## config.mk

```make
export PLATFORM = sky130hd
export DESIGN_NAME = cfg_io_port
export DESIGN_NICKNAME = d
export VERILOG_FILES = /design/src/rtl/cfg_io_pkg.sv /design/src/rtl/cfg_io_regs.sv /design/src/rtl/cfg_io_alatch.sv /design/src/rtl/cfg_io_pads.sv /design/src/rtl/cfg_io_rdmux.sv /design/src/rtl/cfg_io_port.sv
export SDC_FILE = /design/constraint.sdc
export NUM_CORES = 1
export LEC_CHECK = 0
export CAP_MARGIN = 20
export CORE_ASPECT_RATIO = 2
export CORE_MARGIN = 3
export CORE_UTILIZATION = 65
export DETAILED_ROUTE_END_ITERATION = 8
export DONT_BUFFER_PORTS = 1
export GPL_TIMING_DRIVEN = 0
export PLACE_DENSITY = 0.81
export SYNTH_ARGS = -nofsm -noshare
export SYNTH_HDL_FRONTEND = slang
export SYNTH_SLANG_ARGS = --single-unit
```

## constraint.sdc

```tcl
create_clock -name clk_i -period 5.7 [get_ports clk_i]
set_clock_uncertainty 0.2 [all_clocks]
set_input_delay 0.57 -clock clk_i [delete_from_list [all_inputs] [get_ports clk_i]]
set_output_delay 0.57 -clock clk_i [all_outputs]
set_load 0.01 [all_outputs]
```

## src/rtl/cfg_io_pkg.sv

```systemverilog
package cfg_io_pkg;

    localparam int OFFS_W = 8;

    localparam logic [OFFS_W-1:0] OFF_DIN   = 8'h00;
    localparam logic [OFFS_W-1:0] OFF_MODE  = 8'h02;
    localparam logic [OFFS_W-1:0] OFF_DOUT  = 8'h04;
    localparam logic [OFFS_W-1:0] OFF_DIR   = 8'h06;
    localparam logic [OFFS_W-1:0] OFF_OD    = 8'h08;
    localparam logic [OFFS_W-1:0] OFF_OWN   = 8'h0A;
    localparam logic [OFFS_W-1:0] OFF_MCELL = 8'h0C;

    typedef enum logic [2:0] {
        SEL_NONE,
        SEL_DIN,
        SEL_MODE,
        SEL_DOUT,
        SEL_DIR,
        SEL_OD,
        SEL_OWN,
        SEL_MCELL
    } reg_sel_e;

    function automatic reg_sel_e decode_offs(input logic [OFFS_W-1:0] a);
        reg_sel_e s;
        case (a)
            OFF_DIN:   s = SEL_DIN;
            OFF_MODE:  s = SEL_MODE;
            OFF_DOUT:  s = SEL_DOUT;
            OFF_DIR:   s = SEL_DIR;
            OFF_OD:    s = SEL_OD;
            OFF_OWN:   s = SEL_OWN;
            OFF_MCELL: s = SEL_MCELL;
            default:   s = SEL_NONE;
        endcase
        return s;
    endfunction

endpackage

```

## src/rtl/cfg_io_regs.sv

```systemverilog
module cfg_io_regs
    import cfg_io_pkg::*;
#(
    parameter int WIDTH  = 8,
    parameter bit HAS_OD = 1'b1
) (
    input  logic              clk_i,
    input  logic              rst_ni,
    input  logic              cs_i,
    input  logic              wr_i,
    input  logic [OFFS_W-1:0] offs_i,
    input  logic [WIDTH-1:0]  wdata_i,
    input  logic [WIDTH-1:0]  pin_in_i,
    output logic [WIDTH-1:0]  mode_o,
    output logic [WIDTH-1:0]  dir_o,
    output logic [WIDTH-1:0]  dout_o,
    output logic [WIDTH-1:0]  od_o,
    output logic [WIDTH-1:0]  din_o
);

    typedef struct packed {
        logic [WIDTH-1:0] mode;
        logic [WIDTH-1:0] dir;
        logic [WIDTH-1:0] dout;
        logic [WIDTH-1:0] od;
        logic [WIDTH-1:0] din;
    } regs_t;

    regs_t    regs_d, regs_q;
    reg_sel_e wsel;
    logic     wen;

    assign wsel = decode_offs(offs_i);
    assign wen  = cs_i && wr_i;

    always_comb begin
        regs_d     = regs_q;
        regs_d.din = pin_in_i;
        if (wen) begin
            case (wsel)
                SEL_MODE: regs_d.mode = wdata_i;
                SEL_DOUT: regs_d.dout = wdata_i;
                SEL_DIR:  regs_d.dir  = wdata_i;
                SEL_OD: begin
                    if (HAS_OD) begin
                        regs_d.od = wdata_i;
                    end
                end
                default: ;
            endcase
        end
    end

    always_ff @(posedge clk_i or negedge rst_ni) begin
        if (!rst_ni) begin
            regs_q <= '0;
        end else begin
            regs_q <= regs_d;
        end
    end

    assign mode_o = regs_q.mode;
    assign dir_o  = regs_q.dir;
    assign dout_o = regs_q.dout;
    assign od_o   = regs_q.od;
    assign din_o  = regs_q.din;

    // without a chip-selected write, the configuration registers hold
    a_r2_hold_no_write: assert property (@(posedge clk_i) disable iff (!rst_ni)
        !(cs_i && wr_i) |=> ($stable(mode_o) && $stable(dir_o) && $stable(dout_o) && $stable(od_o)));

    // a write to the mode offset lands in the mode register on the next edge
    a_r3_mode_write: assert property (@(posedge clk_i) disable iff (!rst_ni)
        (cs_i && wr_i && offs_i == OFF_MODE) |=> (mode_o == $past(wdata_i)));

    // a write to the ownership offset leaves every register unchanged
    a_r4_own_write_inert: assert property (@(posedge clk_i) disable iff (!rst_ni)
        (cs_i && wr_i && offs_i == OFF_OWN) |=> ($stable(mode_o) && $stable(dir_o) && $stable(dout_o) && $stable(od_o)));

    // data-in holds the pin levels from the previous edge
    a_r5_din_sample: assert property (@(posedge clk_i) disable iff (!rst_ni)
        1'b1 |=> (din_o == $past(pin_in_i)));

endmodule

```

## src/rtl/cfg_io_alatch.sv

```systemverilog
module cfg_io_alatch #(
    parameter int WIDTH = 8
) (
    input  logic             clk_i,
    input  logic             rst_ni,
    input  logic             ale_i,
    input  logic [WIDTH-1:0] adr_i,
    output logic [WIDTH-1:0] lat_o
);

    logic [WIDTH-1:0] lat_d, lat_q;

    always_comb begin
        lat_d = lat_q;
        if (ale_i) begin
            lat_d = adr_i;
        end
    end

    always_ff @(posedge clk_i or negedge rst_ni) begin
        if (!rst_ni) begin
            lat_q <= '0;
        end else begin
            lat_q <= lat_d;
        end
    end

    assign lat_o = lat_q;

    // the latch holds while the enable is low
    a_r9_latch_hold: assert property (@(posedge clk_i) disable iff (!rst_ni)
        !ale_i |=> $stable(lat_o));

    // the latch takes the address presented with the enable
    a_r9_latch_capture: assert property (@(posedge clk_i) disable iff (!rst_ni)
        ale_i |=> (lat_o == $past(adr_i)));

endmodule

```

## src/rtl/cfg_io_pads.sv

```systemverilog
module cfg_io_pads #(
    parameter int WIDTH  = 8,
    parameter bit HAS_OD = 1'b1
) (
    input  logic             clk_i,
    input  logic             rst_ni,
    input  logic [WIDTH-1:0] own_i,
    input  logic [WIDTH-1:0] pld_out_i,
    input  logic [WIDTH-1:0] pld_oe_i,
    input  logic [WIDTH-1:0] mode_i,
    input  logic [WIDTH-1:0] lat_i,
    input  logic [WIDTH-1:0] dout_i,
    input  logic [WIDTH-1:0] dir_i,
    input  logic [WIDTH-1:0] od_i,
    output logic [WIDTH-1:0] pad_out_o,
    output logic [WIDTH-1:0] pad_oe_o,
    output logic [WIDTH-1:0] pad_od_o
);

    for (genvar i = 0; i < WIDTH; i++) begin : g_pin
        logic val, en, od;

        always_comb begin
            if (own_i[i]) begin
                val = pld_out_i[i];
                en  = pld_oe_i[i];
            end else if (!mode_i[i]) begin
                val = lat_i[i];
                en  = 1'b1;
            end else begin
                val = dout_i[i];
                en  = dir_i[i];
            end
        end

        if (HAS_OD) begin : g_od
            assign od = od_i[i];
        end else begin : g_cmos
            assign od = 1'b0;
        end

        assign pad_out_o[i] = val;
        assign pad_oe_o[i]  = en && !(od && val);
        assign pad_od_o[i]  = od;

        // an open-drain pin never actively drives a high level
        a_r11_od_no_high: assert property (@(posedge clk_i) disable iff (!rst_ni)
            (pad_od_o[i] && pad_oe_o[i]) |-> !pad_out_o[i]);

        // an owned push-pull pin copies the logic-array enable
        a_r8_owned_enable: assert property (@(posedge clk_i) disable iff (!rst_ni)
            (own_i[i] && !pad_od_o[i]) |-> (pad_oe_o[i] == pld_oe_i[i]));

        // a free pin in address-out mode is always enabled unless released by open drain
        a_r9_addr_enabled: assert property (@(posedge clk_i) disable iff (!rst_ni)
            (!own_i[i] && !mode_i[i] && !pad_od_o[i]) |-> pad_oe_o[i]);
    end

endmodule

```

## src/rtl/cfg_io_rdmux.sv

```systemverilog
module cfg_io_rdmux
    import cfg_io_pkg::*;
#(
    parameter int WIDTH = 8
) (
    input  logic              cs_i,
    input  logic              rd_i,
    input  logic [OFFS_W-1:0] offs_i,
    input  logic [WIDTH-1:0]  din_i,
    input  logic [WIDTH-1:0]  mode_i,
    input  logic [WIDTH-1:0]  dout_i,
    input  logic [WIDTH-1:0]  dir_i,
    input  logic [WIDTH-1:0]  od_i,
    input  logic [WIDTH-1:0]  own_i,
    input  logic [WIDTH-1:0]  mcell_i,
    output logic [WIDTH-1:0]  rdata_o
);

    reg_sel_e rsel;

    assign rsel = decode_offs(offs_i);

    always_comb begin
        rdata_o = '0;
        if (cs_i && rd_i) begin
            case (rsel)
                SEL_DIN:   rdata_o = din_i & mode_i;
                SEL_MODE:  rdata_o = mode_i;
                SEL_DOUT:  rdata_o = dout_i;
                SEL_DIR:   rdata_o = dir_i;
                SEL_OD:    rdata_o = od_i;
                SEL_OWN:   rdata_o = own_i;
                SEL_MCELL: rdata_o = mcell_i;
                default:   rdata_o = '0;
            endcase
        end
    end

endmodule

```

## src/rtl/cfg_io_port.sv

```systemverilog
module cfg_io_port
    import cfg_io_pkg::*;
#(
    parameter int WIDTH  = 8,
    parameter bit HAS_OD = 1'b1
) (
    input  logic              clk_i,
    input  logic              rst_ni,
    input  logic              cs_i,
    input  logic              rd_i,
    input  logic              wr_i,
    input  logic [OFFS_W-1:0] offs_i,
    input  logic [WIDTH-1:0]  wdata_i,
    output logic [WIDTH-1:0]  rdata_o,
    input  logic [WIDTH-1:0]  pin_in_i,
    input  logic              ale_i,
    input  logic [WIDTH-1:0]  adr_i,
    input  logic [WIDTH-1:0]  pld_own_i,
    input  logic [WIDTH-1:0]  pld_out_i,
    input  logic [WIDTH-1:0]  pld_oe_i,
    input  logic [WIDTH-1:0]  mcell_i,
    output logic [WIDTH-1:0]  pad_out_o,
    output logic [WIDTH-1:0]  pad_oe_o,
    output logic [WIDTH-1:0]  pad_od_o
);

    logic [WIDTH-1:0] mode_q, dir_q, dout_q, od_q, din_q, lat_q;

    cfg_io_regs #(.WIDTH(WIDTH), .HAS_OD(HAS_OD)) u_regs (
        .clk_i    (clk_i),
        .rst_ni   (rst_ni),
        .cs_i     (cs_i),
        .wr_i     (wr_i),
        .offs_i   (offs_i),
        .wdata_i  (wdata_i),
        .pin_in_i (pin_in_i),
        .mode_o   (mode_q),
        .dir_o    (dir_q),
        .dout_o   (dout_q),
        .od_o     (od_q),
        .din_o    (din_q)
    );

    cfg_io_alatch #(.WIDTH(WIDTH)) u_alatch (
        .clk_i  (clk_i),
        .rst_ni (rst_ni),
        .ale_i  (ale_i),
        .adr_i  (adr_i),
        .lat_o  (lat_q)
    );

    cfg_io_pads #(.WIDTH(WIDTH), .HAS_OD(HAS_OD)) u_pads (
        .clk_i     (clk_i),
        .rst_ni    (rst_ni),
        .own_i     (pld_own_i),
        .pld_out_i (pld_out_i),
        .pld_oe_i  (pld_oe_i),
        .mode_i    (mode_q),
        .lat_i     (lat_q),
        .dout_i    (dout_q),
        .dir_i     (dir_q),
        .od_i      (od_q),
        .pad_out_o (pad_out_o),
        .pad_oe_o  (pad_oe_o),
        .pad_od_o  (pad_od_o)
    );

    cfg_io_rdmux #(.WIDTH(WIDTH)) u_rdmux (
        .cs_i    (cs_i),
        .rd_i    (rd_i),
        .offs_i  (offs_i),
        .din_i   (din_q),
        .mode_i  (mode_q),
        .dout_i  (dout_q),
        .dir_i   (dir_q),
        .od_i    (od_q),
        .own_i   (pld_own_i),
        .mcell_i (mcell_i),
        .rdata_o (rdata_o)
    );

    // the read bus is quiet unless a chip-selected read is in progress
    a_r7_idle_zero: assert property (@(posedge clk_i) disable iff (!rst_ni)
        !(cs_i && rd_i) |-> (rdata_o == '0));

    // the ownership offset mirrors the ownership inputs
    a_r4_own_read: assert property (@(posedge clk_i) disable iff (!rst_ni)
        (cs_i && rd_i && offs_i == OFF_OWN) |-> (rdata_o == pld_own_i));

    // the macrocell offset mirrors the macrocell outputs
    a_r6_mcell_read: assert property (@(posedge clk_i) disable iff (!rst_ni)
        (cs_i && rd_i && offs_i == OFF_MCELL) |-> (rdata_o == mcell_i));

endmodule

```

==> results of run 1 <==
## stage by stage
stage | utilization | total power [mW] | hold slack, ns
6_report | 0.7325 | 0.6530 | 0.08574
5_1_grt | 0.7325 | 0.6795 | 0.06797
4_1_cts | 0.7325 | 0.6567 | 0.08333
3_5_place_dp | 0.6993 | 0.4453 | 0.07550
3_3_place_gp | 0.6993 | 0.4419 | 0.07535
2_1_floorplan | - | 0.4309 | 0.07441
## Yosys cell counts (all sizes together) (8+ instances only)
master,count,area (µm²)
and2,8,50.05
buf,11,80.07
dfrtp,48,1201
inv,9,33.78
mux2,40,480.5
mux2i,33,334.1
nand2,11,41.29
nand3,9,45.04
nor2,9,33.78
o21ai,8,40.04
o221ai,8,70.07
o2bb2ai,8,70.07
## power breakdown
part / internal, mW / total (mW) / switching [mW] / leakage (nW)
Sequential: 0.355 / 0.365 / 0.0102 / 0.631
Clock: 0.0968 / 0.205 / 0.108 / 0.0510
Combinational: 0.0398 / 0.0834 / 0.0436 / 0.698
Total: 0.491 / 0.653 / 0.162 / 1.38
## layout make-up
class,count,area share
multi-input combinational,156,0.4667
clock buffer,6,0.02873
buffer,17,0.03613
inverter,9,0.01175
clock inverter,2,0.003483
sequential,48,0.4179
timing repair buffer,2,0.01306
tap,51,0.02220
## path summary, 6_finish.rpt
path	to	slack, ns	cells after the start
worst min register to register	u_alatch.lat_o[1]	0.31	1
max in group asynchronous	u_regs.mode_o[0]	4.51	2
min in group asynchronous	u_regs.od_o[2]	0.56	2
worst max register to register	u_regs.od_o[5]	4.63	1
worst max-delay path	rdata_o[5]	2.10	6
worst min-delay path	u_regs.din_o[0]	0.09	0
## per-layer routing
layer | GRT usage | part of all wire
met3 | 0.08937 | 0.091
met2 | 0.4921 | 0.54
met5 | 0 | 0
met1 | 0.2784 | 0.34
met4 | 0.1455 | 0.025
## cells by family after synthesis
| kind of cell | synth area share |
|---|---|
| DFF | 0.4482 |
| muxes | 0.3039 |
| and+or+nand+nor | 0.09571 |
| AOI/OAI and AO/OA | 0.1008 |
| buffers and inverters | 0.05135 |
## sequential cells by signal, indices dropped and copies added, names as in the netlist
signal          cells
u_alatch.lat_o      8
u_regs.din_o        8
u_regs.dir_o        8
u_regs.dout_o       8
u_regs.mode_o       8
u_regs.od_o         8
## worst max-delay path: stages
cell and delay (ns):
clkbuf_2 0.14, nand2_1 0.10, mux2i_2 0.73, clkbuf_1 0.74, mux2i_1 0.18, o221ai_1 0.37
==> summary.txt, run 1 <==
Post-CTS Hold Fix Bufs - 2
share of layout cells above drive strength 1 - 0.2708
power per cell area - 227.2 nW/µm²
first-pass GRT wire length - 10.45 mm
Slew headroom - 0.4087
GRT Overall Usage - 0.2802
DP Worst Slack - 2.141 ns
1st-iter DRT viols - 104
final instance area - 2874 µm²
Max VDD drop - 0.1964 mV
fin cells - 291
drt pass-1 iters - 5
Die Ht - 96.81 µm
critical path fanouts, max - 10
nets - 309
Placed Cells incl. Taps - 281
final worst setup slack - 2.098 ns
TritonCTS clock tree - yes
total die area - 4977 µm²
std cell rows - 32
RePlAce Congestion - 0.8349
Mapped Area - 2680 µm²
H-tree depth - 2
max cap viols - 0
nature of the critical path endpoint - primary output
final setup violation count - 0
Mapped Nets - 300
minimum clock period - 3.602 ns
placed instance area - 2744 µm²
clock latency at the later pin of the worst-skew pair - 0.30 ns
Mapped Cells - 230
min-delay src - pin_in_i[0]
Final Hold Viols - 0
Final Slew Violations - 0
CP arrival - 2.83 ns
reg2reg start - u_regs.od_o[5]
Setup Fix Bufs, Post-CTS - 0
register area - 1201 µm²
vias in the first global route - 2,172
Max clock buf depth - 2
Netlist cell types - 31
status - complete, no violations
CTS Buf Count - 5
synth warn - 0
f_max - 0.2776 GHz
Port Buffers - 0
Crit Path Category - input pin to primary output
Root Buffer - clkbuf_8
Core ar. - 3924 µm²
most used flip-flop cell after synthesis - dfrtp_1
DPL Wire Length - 4.767 mm
#FFs+latches synth - 48
Diodes inserted - 0
period utilization - 0.6319
largest net degree at the start of global routing - 49
RSZ-0062 raised after global routing - false
Die W - 51.41 µm
DRT antenna net count - 0
Residual DRC - 0
via-per-instance ratio - 6.777
final setup TNS - 0 ns
# IOs - 102
post-CTS resize count - 0
number of synthesized flops with an enable pin - 0
post-synthesis async set-or-reset flop share - 1.000
most frequent cells in the layout - 48 x dfrtp_1, 32 x mux2i_1, 32 x mux2_2
Worst Tran Pin Value - 0.8870 ns
commonest non-fill, non-tap cell in the layout - dfrtp_1
total gr overflow - 0
Leak - 1.380 nW
drt total wl - 6.631 mm
Fill cells - 300
drt wl/cell - 22.79 µm
Worst Hold Class - input pin to flop
P&R area growth vs syn - 7.236%
share of the yosys chip area belonging to registers - 0.4482
worst setup path start - offs_i[2]
initial antenna violation count - 0
Via Count - 1,972
Worst-path clk slew - 0.08 ns
footprint of the multi-input gates - 1341 µm²
Starting Density - 0.6830
Mean Syn Cell Area - 11.65 µm²
WP data required - 4.93 ns
Critical Path Start Type - input pin
total clock sinks - 48
No activity file was read; power rests on OpenSTA's default activity.
==> run 2: changes to the inputs <==
CORE_UTILIZATION = 63   (was 65)
PLACE_DENSITY = 0.79   (was 0.81)
clock period = 3.6 ns   (was 5.7 ns; I/O delays follow)
==> run 2 against run 1 <==
Net effect: the run now ends with hold timing left; first-iteration DRC count decreased by 34%; total power up 71%; design area is 8.6% higher; worst setup slack got worse by 1.6 ns; largest cell class unchanged; critical endpoint is now rdata_o[1].
==> summary.txt, run 2 (synthesis gave the netlist of run 1 again) <==
slowest library cell on the worst path - clkbuf_1 (unchanged)
Leak - 1.480 nW (was 1.380 nW)
period utilization - 0.8610
Die W - 52.12 µm (was 51.41 µm)
total clock sinks - 48 (unchanged)
Core ar. - 4088 µm² (was 3924 µm²)
DP Worst Slack - 0.5213 ns (was 2.141 ns)
met3 usage - 0.07023 (was 0.08937)
Starting Density - 0.6556 (was 0.6830)
H-tree depth - 2 (unchanged)
RSZ-0062 raised after global routing - false (unchanged)
Via Count - 2,010 (was 1,972)
std cell rows - 33 (was 32)
Die Ht - 98.24 µm (was 96.81 µm)
met1 GRT Util - 0.2994 (was 0.2784)
total gr overflow - 0 (unchanged)
Crit Path Category - input pin to primary output (unchanged)
CP cell instances - clkbuf_2 > nand2_1 > mux2i_2 > clkbuf_1 > mux2i_1 > o221ai_1 (unchanged)
final setup TNS - 0 ns (unchanged)
Fill cells - 293 (was 300)
most frequent cells in the layout - 48 x dfrtp_1, 32 x mux2i_1, 32 x mux2_2 (unchanged)
CTS Buf Count - 5 (unchanged)
Critical Path Start Type - input pin (unchanged)
first-pass GRT wire length - 10.10 mm (was 10.45 mm)
Max clock buf depth - 2 (unchanged)
TritonCTS clock tree - yes (unchanged)
power per cell area - 358.4 nW/µm² (was 227.2 nW/µm²)
initial antenna violation count - 0 (unchanged)
clock latency at the later pin of the worst-skew pair - 0.30 ns (about the same)
failing checks - hold timing
share of layout cells above drive strength 1 - 0.2433 (was 0.2708)
post-CTS resize count - 0 (unchanged)
drt pass-1 iters - 4 (was 5)
placed instance area - 2745 µm² (was 2744 µm²)
nature of the critical path endpoint - primary output (unchanged)
1st-iter DRT viols - 69 (was 104)
Top Family by Delay on Critical Path - multiplexers (unchanged)
vias in the first global route - 2,077 (was 2,172)
GRT Overall Usage - 0.2723 (was 0.2802)
WP data required - 3.04 ns (was 4.93 ns)
DRT antenna net count - 0 (unchanged)
RePlAce Congestion - 0.8578 (was 0.8349)
total die area - 5120 µm² (was 4977 µm²)
Worst Hold Class - input pin to flop (unchanged)
Slew headroom - 0.4394 (was 0.4087)
Max VDD drop - 0.3444 mV (was 0.1964 mV)
nets - 332 (was 309)
CP arrival - 2.54 ns (was 2.83 ns)
Diodes inserted - 0 (unchanged)
Root Buffer - clkbuf_8 (unchanged)
Port Buffers - 0 (unchanged)
commonest non-fill, non-tap cell in the layout - dfrtp_1 (unchanged)
largest net degree at the start of global routing - 49 (unchanged)
final worst setup slack - 0.5006 ns (was 2.098 ns)
status - finished with violations (was complete, no violations)
f_max - 0.3226 GHz
crit-path max cell delay - 0.71 ns (was 0.74 ns)
Worst-path clk slew - 0.09 ns (was 0.08 ns)
final instance area - 3120 µm² (was 2874 µm²)
drt wl/cell - 21.14 µm (was 22.79 µm)
minimum clock period - 3.099 ns
drt total wl - 6.658 mm (was 6.631 mm)
via-per-instance ratio - 6.381 (was 6.777)
Worst Tran Pin Value - 0.8408 ns (was 0.8870 ns)
Residual DRC - 0 (unchanged)
GRT busiest layer - met2 (unchanged)
Final Slew Violations - 0 (unchanged)
final setup violation count - 0 (unchanged)
# IOs - 102 (unchanged)
Final Hold Viols - 1 (was 0)
P&R area growth vs syn - 16.43% (was 7.236%)
met2 usage - 0.4811 (was 0.4921)
max cap viols - 0 (unchanged)
WP buf/inv - 2 (unchanged)
worst hold margin - -0.0003033 ns (was 0.08574 ns)
DPL Wire Length - 4.367 mm (was 4.767 mm)
Pwr Total - 1.118 mW (was 653.0 µW)
critical path fanouts, max - 10 (unchanged)
## run 2: cell count changes in the layout (fill, tap and decap cells not counted), sizes merged
cell,change
dlygate4sd3,+23
bufinv,+1
clkinv,-1
## run 2: path summary, 6_finish.rpt
| kind | startpoint | endpoint | slack (ns) | depth (start not counted) |
|---|---|---|---|---|
| min reg2reg | u_alatch.lat_o[1] | u_alatch.lat_o[1] | 0.31 | 1 |
| min | wdata_i[3] | u_regs.dout_o[3] | -0.0003 | 1 |
| max reg2reg | u_regs.od_o[7] | u_regs.od_o[7] | 2.54 | 1 |
| min in group asynchronous | rst_ni | u_regs.od_o[6] | 0.35 | 2 |
| max | offs_i[2] | rdata_o[1] | 0.50 | 6 |
| max in group asynchronous | rst_ni | u_alatch.lat_o[5] | 2.61 | 2 |
## run 2: cell type report
cell class / count / area [µm²] / share of cell area
multi-input combinational: 156 / 1341 / 0.4298
tap: 52 / 65.06 / 0.02085
inverter: 9 / 33.78 / 0.01083
buffer: 17 / 103.9 / 0.03328
timing repair buffer: 25 / 267.8 / 0.08581
sequential: 48 / 1201 / 0.3849
clock buffer: 6 / 72.57 / 0.02326
clock inverter: 2 / 35.03 / 0.01123
## run 2: timing repair
item | in CTS | in global routing
endpoints found under the setup margin | 0 | 0
hold buffers | 19 | 6
buffers inserted | 0 | 0
endpoints found under the hold margin | 76 | 7
## run 2: power breakdown
group | total, mW | internal [mW] | switching, mW
combinational | 0.153 | 0.0794 | 0.0738
clock | 0.387 | 0.206 | 0.181
sequential | 0.578 | 0.562 | 0.0161
## run 2: per-stage QoR
| step | instances | hold WS [ns] | utilization |
|---|---|---|---|
| floorplan | 230 | -0.1356 | - |
| global placement | 282 | -0.1344 | 0.6716 |
| detailed placement | 282 | -0.1345 | 0.6716 |
| CTS | 309 | 0.0008320 | 0.7487 |
| global route | 315 | 0.0005374 | 0.7634 |
| finish | 315 | -0.0003033 | 0.7634 |
## run 2: routing by layer
metal  share of wire  vias up
li1                -      916
met1            0.37     1005
met2            0.55       81
met3           0.064        8
met4           0.014        0
met5               0        -
